`config.mk`:
```
export PLATFORM = sky130hd
export DESIGN_NAME = i2c_regport
export DESIGN_NICKNAME = d
export VERILOG_FILES = /design/src/rtl/i2c_regport_pkg.sv /design/src/rtl/i2c_bus_sense.sv /design/src/rtl/i2c_regbank.sv /design/src/rtl/i2c_regport.sv
export SDC_FILE = /design/constraint.sdc
export NUM_CORES = 1
export LEC_CHECK = 0
export CORE_MARGIN = 2
export CORE_UTILIZATION = 40
export DETAILED_ROUTE_END_ITERATION = 10
export DONT_BUFFER_PORTS = 1
export PLACE_DENSITY_LB_ADDON = 0.2
export SLEW_MARGIN = 20
export SYNTH_ARGS = -nofsm -noshare
export SYNTH_HDL_FRONTEND = slang
export SYNTH_SLANG_ARGS = --single-unit
```
`constraint.sdc`:
```
create_clock -name clk -period 7.2 [get_ports clk]
set_clock_uncertainty 0.15 [all_clocks]
set_input_delay 1.08 -clock clk [delete_from_list [all_inputs] [get_ports clk]]
set_output_delay 1.08 -clock clk [all_outputs]
set_load 0.005 [all_outputs]
```
`src/rtl/i2c_regport_pkg.sv`:
```
package i2c_regport_pkg;

   localparam int BYTE_W = 8;
   localparam int IDX_W  = 7;

   typedef enum logic [3:0] {
      S_IDLE,
      S_ADDR,
      S_ADDR_ACK,
      S_MAP_RX,
      S_MAP_ACK,
      S_WR_RX,
      S_WR_ACK,
      S_RD_TX,
      S_RD_ACK
   } tgt_state_e;

endpackage

```
`src/rtl/i2c_bus_sense.sv`:
```
module i2c_bus_sense #(
   parameter int SYNC_STAGES = 2
) (
   input  logic clk,
   input  logic rst_n,
   input  logic scl_i,
   input  logic sda_i,
   output logic scl_s,
   output logic sda_s,
   output logic scl_rise,
   output logic scl_fall,
   output logic start_det,
   output logic stop_det
);

   if (SYNC_STAGES < 2) begin : g_bad_sync
      $error("i2c_bus_sense: SYNC_STAGES must be at least 2");
   end

   logic [SYNC_STAGES-1:0] scl_ff, sda_ff;
   logic                   scl_d, sda_d;

   always_ff @(posedge clk or negedge rst_n) begin
      if (!rst_n) begin
         scl_ff <= '1;
         sda_ff <= '1;
         scl_d  <= 1'b1;
         sda_d  <= 1'b1;
      end else begin
         scl_ff <= {scl_ff[SYNC_STAGES-2:0], scl_i};
         sda_ff <= {sda_ff[SYNC_STAGES-2:0], sda_i};
         scl_d  <= scl_s;
         sda_d  <= sda_s;
      end
   end

   assign scl_s     = scl_ff[SYNC_STAGES-1];
   assign sda_s     = sda_ff[SYNC_STAGES-1];
   assign scl_rise  = scl_s & ~scl_d;
   assign scl_fall  = ~scl_s & scl_d;
   assign start_det = scl_s & scl_d & sda_d & ~sda_s;
   assign stop_det  = scl_s & scl_d & ~sda_d & sda_s;

endmodule

```
`src/rtl/i2c_regbank.sv`:
```
module i2c_regbank #(
   parameter int NREG  = 16,
   parameter int IDX_W = 7
) (
   input  logic                 clk,
   input  logic                 rst_n,
   input  logic                 wr_en,
   input  logic [IDX_W-1:0]     wr_idx,
   input  logic [7:0]           wr_data,
   input  logic [IDX_W-1:0]     rd_idx,
   output logic [7:0]           rd_data,
   output logic [NREG*8-1:0]    regs_o
);

   localparam int SEL_W = (NREG > 1) ? $clog2(NREG) : 1;

   if (NREG < 1 || NREG > (1 << IDX_W) || NREG > 256) begin : g_bad_depth
      $error("i2c_regbank: NREG out of range for the index width");
   end

   logic [7:0] bank [NREG];

   for (genvar k = 0; k < NREG; k++) begin : g_reg
      always_ff @(posedge clk or negedge rst_n) begin
         if (!rst_n)
            bank[k] <= 8'(k);
         else if (wr_en && wr_idx == IDX_W'(k))
            bank[k] <= wr_data;
      end
      assign regs_o[k*8 +: 8] = bank[k];
   end

   logic [SEL_W-1:0] rd_sel;
   assign rd_sel  = rd_idx[SEL_W-1:0];
   assign rd_data = (int'(rd_idx) < NREG) ? bank[rd_sel] : 8'h00;

   // a write beyond the bank leaves every register untouched
   assert_oob_write_R11: assert property (@(posedge clk) disable iff (!rst_n)
      (wr_en && int'(wr_idx) >= NREG) |=> $stable(regs_o));

endmodule

```
`src/rtl/i2c_regport.sv`:
```
module i2c_regport
   import i2c_regport_pkg::*;
#(
   parameter logic [6:0] TGT_ADDR    = 7'h10,
   parameter int         NREG        = 16,
   parameter logic [7:0] MAP_RST     = 8'h01,
   parameter int         SYNC_STAGES = 2
) (
   input  logic              clk,
   input  logic              rst_n,
   input  logic              scl_i,
   input  logic              sda_i,
   output logic              sda_oe,
   output logic [NREG*8-1:0] regs_o
);

   localparam logic [3:0] BITS_DONE = 4'd8;

   if (NREG < 1 || NREG > (1 << IDX_W)) begin : g_bad_nreg
      $error("i2c_regport: NREG must lie in 1..128");
   end

   logic scl_s, sda_s, scl_rise, scl_fall, start_det, stop_det;

   i2c_bus_sense #(.SYNC_STAGES(SYNC_STAGES)) u_sense (
      .clk       (clk),
      .rst_n     (rst_n),
      .scl_i     (scl_i),
      .sda_i     (sda_i),
      .scl_s     (scl_s),
      .sda_s     (sda_s),
      .scl_rise  (scl_rise),
      .scl_fall  (scl_fall),
      .start_det (start_det),
      .stop_det  (stop_det)
   );

   tgt_state_e      state;
   logic [3:0]      bcnt;
   logic [7:0]      sh;
   logic [7:0]      map_q;
   logic            rw_q, mack_q, oe_q;
   logic            wr_en;
   logic [7:0]      rd_data;
   logic            rx_state, byte_in;

   assign rx_state = (state == S_ADDR) || (state == S_MAP_RX) || (state == S_WR_RX);
   assign byte_in  = scl_fall && (bcnt == BITS_DONE);
   assign wr_en    = (state == S_WR_RX) && byte_in && !start_det && !stop_det;

   i2c_regbank #(.NREG(NREG), .IDX_W(IDX_W)) u_bank (
      .clk     (clk),
      .rst_n   (rst_n),
      .wr_en   (wr_en),
      .wr_idx  (map_q[IDX_W-1:0]),
      .wr_data (sh),
      .rd_idx  (map_q[IDX_W-1:0]),
      .rd_data (rd_data),
      .regs_o  (regs_o)
   );

   always_ff @(posedge clk or negedge rst_n) begin
      if (!rst_n) begin
         state  <= S_IDLE;
         bcnt   <= '0;
         sh     <= '0;
         map_q  <= MAP_RST;
         rw_q   <= 1'b0;
         mack_q <= 1'b0;
         oe_q   <= 1'b0;
      end else if (start_det) begin
         state <= S_ADDR;
         bcnt  <= '0;
         oe_q  <= 1'b0;
      end else if (stop_det) begin
         state <= S_IDLE;
         oe_q  <= 1'b0;
      end else if (rx_state) begin
         if (scl_rise && bcnt != BITS_DONE) begin
            sh   <= {sh[6:0], sda_s};
            bcnt <= bcnt + 4'd1;
         end else if (byte_in) begin
            bcnt <= '0;
            if (state == S_ADDR) begin
               if (sh[7:1] == TGT_ADDR) begin
                  rw_q  <= sh[0];
                  oe_q  <= 1'b1;
                  state <= S_ADDR_ACK;
               end else begin
                  state <= S_IDLE;
               end
            end else if (state == S_MAP_RX) begin
               map_q <= sh;
               oe_q  <= 1'b1;
               state <= S_MAP_ACK;
            end else begin
               if (map_q[7]) map_q[6:0] <= map_q[6:0] + 7'd1;
               oe_q  <= 1'b1;
               state <= S_WR_ACK;
            end
         end
      end else begin
         unique case (state)
            S_ADDR_ACK: if (scl_fall) begin
               if (rw_q) begin
                  sh    <= {rd_data[6:0], 1'b0};
                  oe_q  <= ~rd_data[7];
                  bcnt  <= 4'd1;
                  state <= S_RD_TX;
               end else begin
                  oe_q  <= 1'b0;
                  state <= S_MAP_RX;
               end
            end
            S_MAP_ACK, S_WR_ACK: if (scl_fall) begin
               oe_q  <= 1'b0;
               state <= S_WR_RX;
            end
            S_RD_TX: if (scl_fall) begin
               if (bcnt == BITS_DONE) begin
                  oe_q  <= 1'b0;
                  state <= S_RD_ACK;
                  if (map_q[7]) map_q[6:0] <= map_q[6:0] + 7'd1;
               end else begin
                  oe_q <= ~sh[7];
                  sh   <= {sh[6:0], 1'b0};
                  bcnt <= bcnt + 4'd1;
               end
            end
            S_RD_ACK: begin
               if (scl_rise) mack_q <= ~sda_s;
               if (scl_fall) begin
                  if (mack_q) begin
                     sh    <= {rd_data[6:0], 1'b0};
                     oe_q  <= ~rd_data[7];
                     bcnt  <= 4'd1;
                     state <= S_RD_TX;
                  end else begin
                     state <= S_IDLE;
                  end
               end
            end
            default: ;
         endcase
      end
   end

   assign sda_oe = oe_q;

   // the drive on SDA moves only while the synchronised SCL is low
   assert_sda_scl_low_R12: assert property (@(posedge clk) disable iff (!rst_n)
      !$stable(oe_q) |-> !scl_s);

   // a stored byte steps the index only when the flag is set
   assert_ptr_step_R5: assert property (@(posedge clk) disable iff (!rst_n)
      wr_en |=> (map_q[6:0] == ($past(map_q[7]) ? $past(map_q[6:0]) + 7'd1
                                                : $past(map_q[6:0]))));

   // a NACK from the controller leaves the target idle with SDA released
   assert_nack_release_R10: assert property (@(posedge clk) disable iff (!rst_n)
      (state == S_RD_ACK && scl_fall && !mack_q && !start_det && !stop_det)
         |=> (state == S_IDLE && !sda_oe));

   // while idle (also after an address mismatch) SDA is never pulled
   assert_foreign_quiet_R2: assert property (@(posedge clk) disable iff (!rst_n)
      (state == S_IDLE) |-> !sda_oe);

endmodule

```
==> reports/qor.yml <==
worst_setup_path:
  path_cells: "clkinv_1 -> a2111oi_0 -> nor4_1 -> a211o_1 -> mux2_2"
  cpPeakStageDelay_ns: 1.04
  critPathArrivalTime_ns: 3.64
  crit_type: "register to register"
  cp_max_fo: 26
  reg2regPathDepth: 5
  cp-end-kind: "register"
  cp.required_ns: 7.36
  cp_top_family: "flip-flops"
  slowest_stage: "dfrtp_1"
  critPathBufInv: 1
  crit_path_start_kind: "register"
  cp_num_cells: 5
sta:
  fmax_ghz: 0.2876
  slew_viol_final: 0
  rsz0062_at_grt: "no"
  setup_violations: 0
  post-route-min-period_ns: 3.477
  tns_ns: 0
  maxSlewHeadroom: 0.2923
  fin_crit_sh: 0.4829
  tightestPinTransition_ns: 1.062
  hold_viol: 0
placed_design:
  port_buffers: 0
  hpwl_um: 15680
  place.gp.congestion: 0.8096
flow_run:
  maxCapViolCount: 0
drt:
  drt-initial-drc-count: 310
  drc: 0
  num_vias: 5228
  ant_nets: 0
  met3_length_um: 1688
  wl_met1_um: 9029
  wl_met2_um: 11390
  routed_wl_um: 22760
  drt-vias-per-instance: 5.941
  top_layer: "met4"
  detail_route.wl_per_cell_um: 25.86
  drt_pass1_iterations: 5
yosys:
  yosysSeqAreaShare: 0.4861
  synth.top_cell.area_share: 0.3640
  synth_cell_types: 68
  yosysTopAreaCell: "dfrtp_1"
  syn-mean-instance-area_um2: 13.71
  syn_nets: 622
  ys.flop_type: "dfrtp_1"
  netlist_instances: 612
  synth_area_leaders: "dfrtp_1, mux2_2, dfstp_2, mux4_2, mux2_4"
  synthTopCellsByCount: "dfrtp_1, mux2_2, dfstp_2"
  synth_enable_flop_cells: 0
  synth-async-reset-ratio: 1.000
  synth_seq_cells: 161
  yosys_warnings: 0
  synth_most_common_cell: "dfrtp_1"
  synth_area_mm2: 0.008388
global_route:
  grt_pass1_vias: 5397
  grt_overflow: 0
  grt_pass1_wl_um: 34690
  grt_usage: 0.2102
  grt_max_degree: 162
  antenna_found_initial: 0
power_and_ir_drop:
  p_leak_nw: 4.292
  p_sw_mw: 0.5146
  cellPowerDensity_mw_per_mm2: 209.1
  p_seq_frac: 0.498
  p_clk_frac: 0.479
  comb_power_share: 0.023
  total_power_mw: 1.920
  swShare: 0.2680
  vdd_drop_max_v: 0.0001414
  p_int_mw: 1.406
cts:
  ctsHtreeMaxLevel: 4
  cts_hold_buffers: 0
  cts_buffer_depth: 2
  clock-sinks: 161
  post_cts_buffers: 0
  worstSkewPairLatency_ns: 0.43
  clkTransAtPathRegs_ns: 0.07
  root_buffer: "clkbuf_16"
  tritoncts: "built"
  ctsResizeCount: 0
  cts_buffers: 17
layout:
  syn_to_final_growth_pct: 9.487
  antenna_cells: 0
  nets: 607
  fill_cells: 1880
  drive_above_1_share: 0.4525
floorplanning:
  die_area_mm2: 0.02214
  die_w_um: 148.8
  die_h_um: 148.8
  fp.coreArea_mm2: 0.02043
  io_pins: 133
  row_count: 52
  start_util: 0.4106
worst_hold_path:
  hold_class: "input pin to async pin"
outcome:
  status: "finished, final reports clean"
final cells by class:
class / instances / area (µm²) / share of cell area
inverters: 10 / 37.54 / 0.004087
clock buffers: 17 / 425.4 / 0.04632
flip-flops and latches: 161 / 4079 / 0.4441
multi-input cells: 401 / 4076 / 0.4439
well taps: 270 / 337.8 / 0.03678
repair buffers: 6 / 45.04 / 0.004905
clock inverters: 15 / 182.7 / 0.01989
final timing paths:
path | startpoint | to | slack, ns
worst max-delay path | map_q[3] | sh[6] | 3.72
worst min register to register | u_sense.sda_ff[0] | u_sense.sda_ff[1] | 0.21
min in group clk | u_sense.sda_ff[0] | u_sense.sda_ff[1] | 0.21
max in group asynchronous | rst_n | map_q[0] | 6.34
worst max register to register | map_q[3] | sh[6] | 3.72
worst min-delay path | rst_n | u_bank.regs_o[97] | 0.19
sequential cells by signal (all words and copies together), names as in the netlist, named ones only:
register        cells
state               4
sda_oe              1
u_sense.scl_ff      2
mack_q              1
map_q               7
bcnt                4
u_sense.sda_d       1
rw_q                1
sh                  8
u_sense.sda_ff      2
u_sense.scl_d       1
u_bank.regs_o     128
cells by family after synthesis:
family	after synthesis	share of synthesized area
adders and majority gates	6	0.008950
AOI/OAI and AO/OA	77	0.06399
muxes	173	0.2825
and+or+nand+nor	144	0.1295
buffers and inverters	50	0.02789
xor gates and xnor gates	1	0.001044
DFF	161	0.4861
layout by cell type, fill, tap and decap left out, types with 4 or more instances in the layout:
| cell type | count |
|---|---|
| a21oi_1 | 21 |
| a31o_2 | 4 |
| a31oi_1 | 4 |
| a41oi_1 | 4 |
| and4_1 | 4 |
| buf_4 | 6 |
| clkbuf_16 | 17 |
| clkinv_8 | 5 |
| dfrtp_1 | 121 |
| dfstp_2 | 39 |
| ha_1 | 6 |
| inv_1 | 9 |
| inv_8 | 4 |
| mux2_1 | 10 |
| mux2_2 | 104 |
| mux2_4 | 24 |
| mux2i_1 | 5 |
| mux4_2 | 30 |
| nand2_1 | 29 |
| nand2_4 | 4 |
| nand2b_1 | 6 |
| nand3_1 | 16 |
| nand4_1 | 5 |
| nor2_1 | 20 |
| nor2_8 | 16 |
| nor2b_1 | 7 |
| nor3_1 | 8 |
| o21ai_0 | 12 |
| o22ai_1 | 6 |
per-stage QoR:
step	area (µm²)	std cells	utilization	hold slack, ns	setup WS (ns)
floorplan	8388	612	-	0.1952	4.799
global placement	8576	848	0.4198	0.2039	3.883
detailed placement	8576	848	0.4198	0.2033	3.796
CTS	9184	880	0.4495	0.1854	3.766
global route	9184	880	0.4495	0.1675	3.558
finish	9184	880	0.4495	0.1919	3.723
power by group through the flow:
stage / Combinational [mW] / Sequential (mW) / Clock, mW
detailed placement: 0.0435 / 0.973 / 0
CTS: 0.0436 / 0.956 / 0.939
finish: 0.0437 / 0.957 / 0.920
global route: 0.0479 / 0.959 / 0.982
global placement: 0.0417 / 0.971 / 0
floorplan: 0.0555 / 0.937 / 0
metal layers:
layer,track usage,up-vias
met1,0.2610,2747
met2,0.3461,167
met5,0,-
met4,0.07000,0
met3,0.07187,42
li1,-,2272
worst reg2reg max path, stage by stage, from the launching register on:
cell and delay, ns:
dfrtp_1 1.04, clkinv_1 0.87, a2111oi_0 0.64, nor4_1 0.13
a211o_1 0.29, mux2_2 0.26
Power figures use the tool's default switching activity.
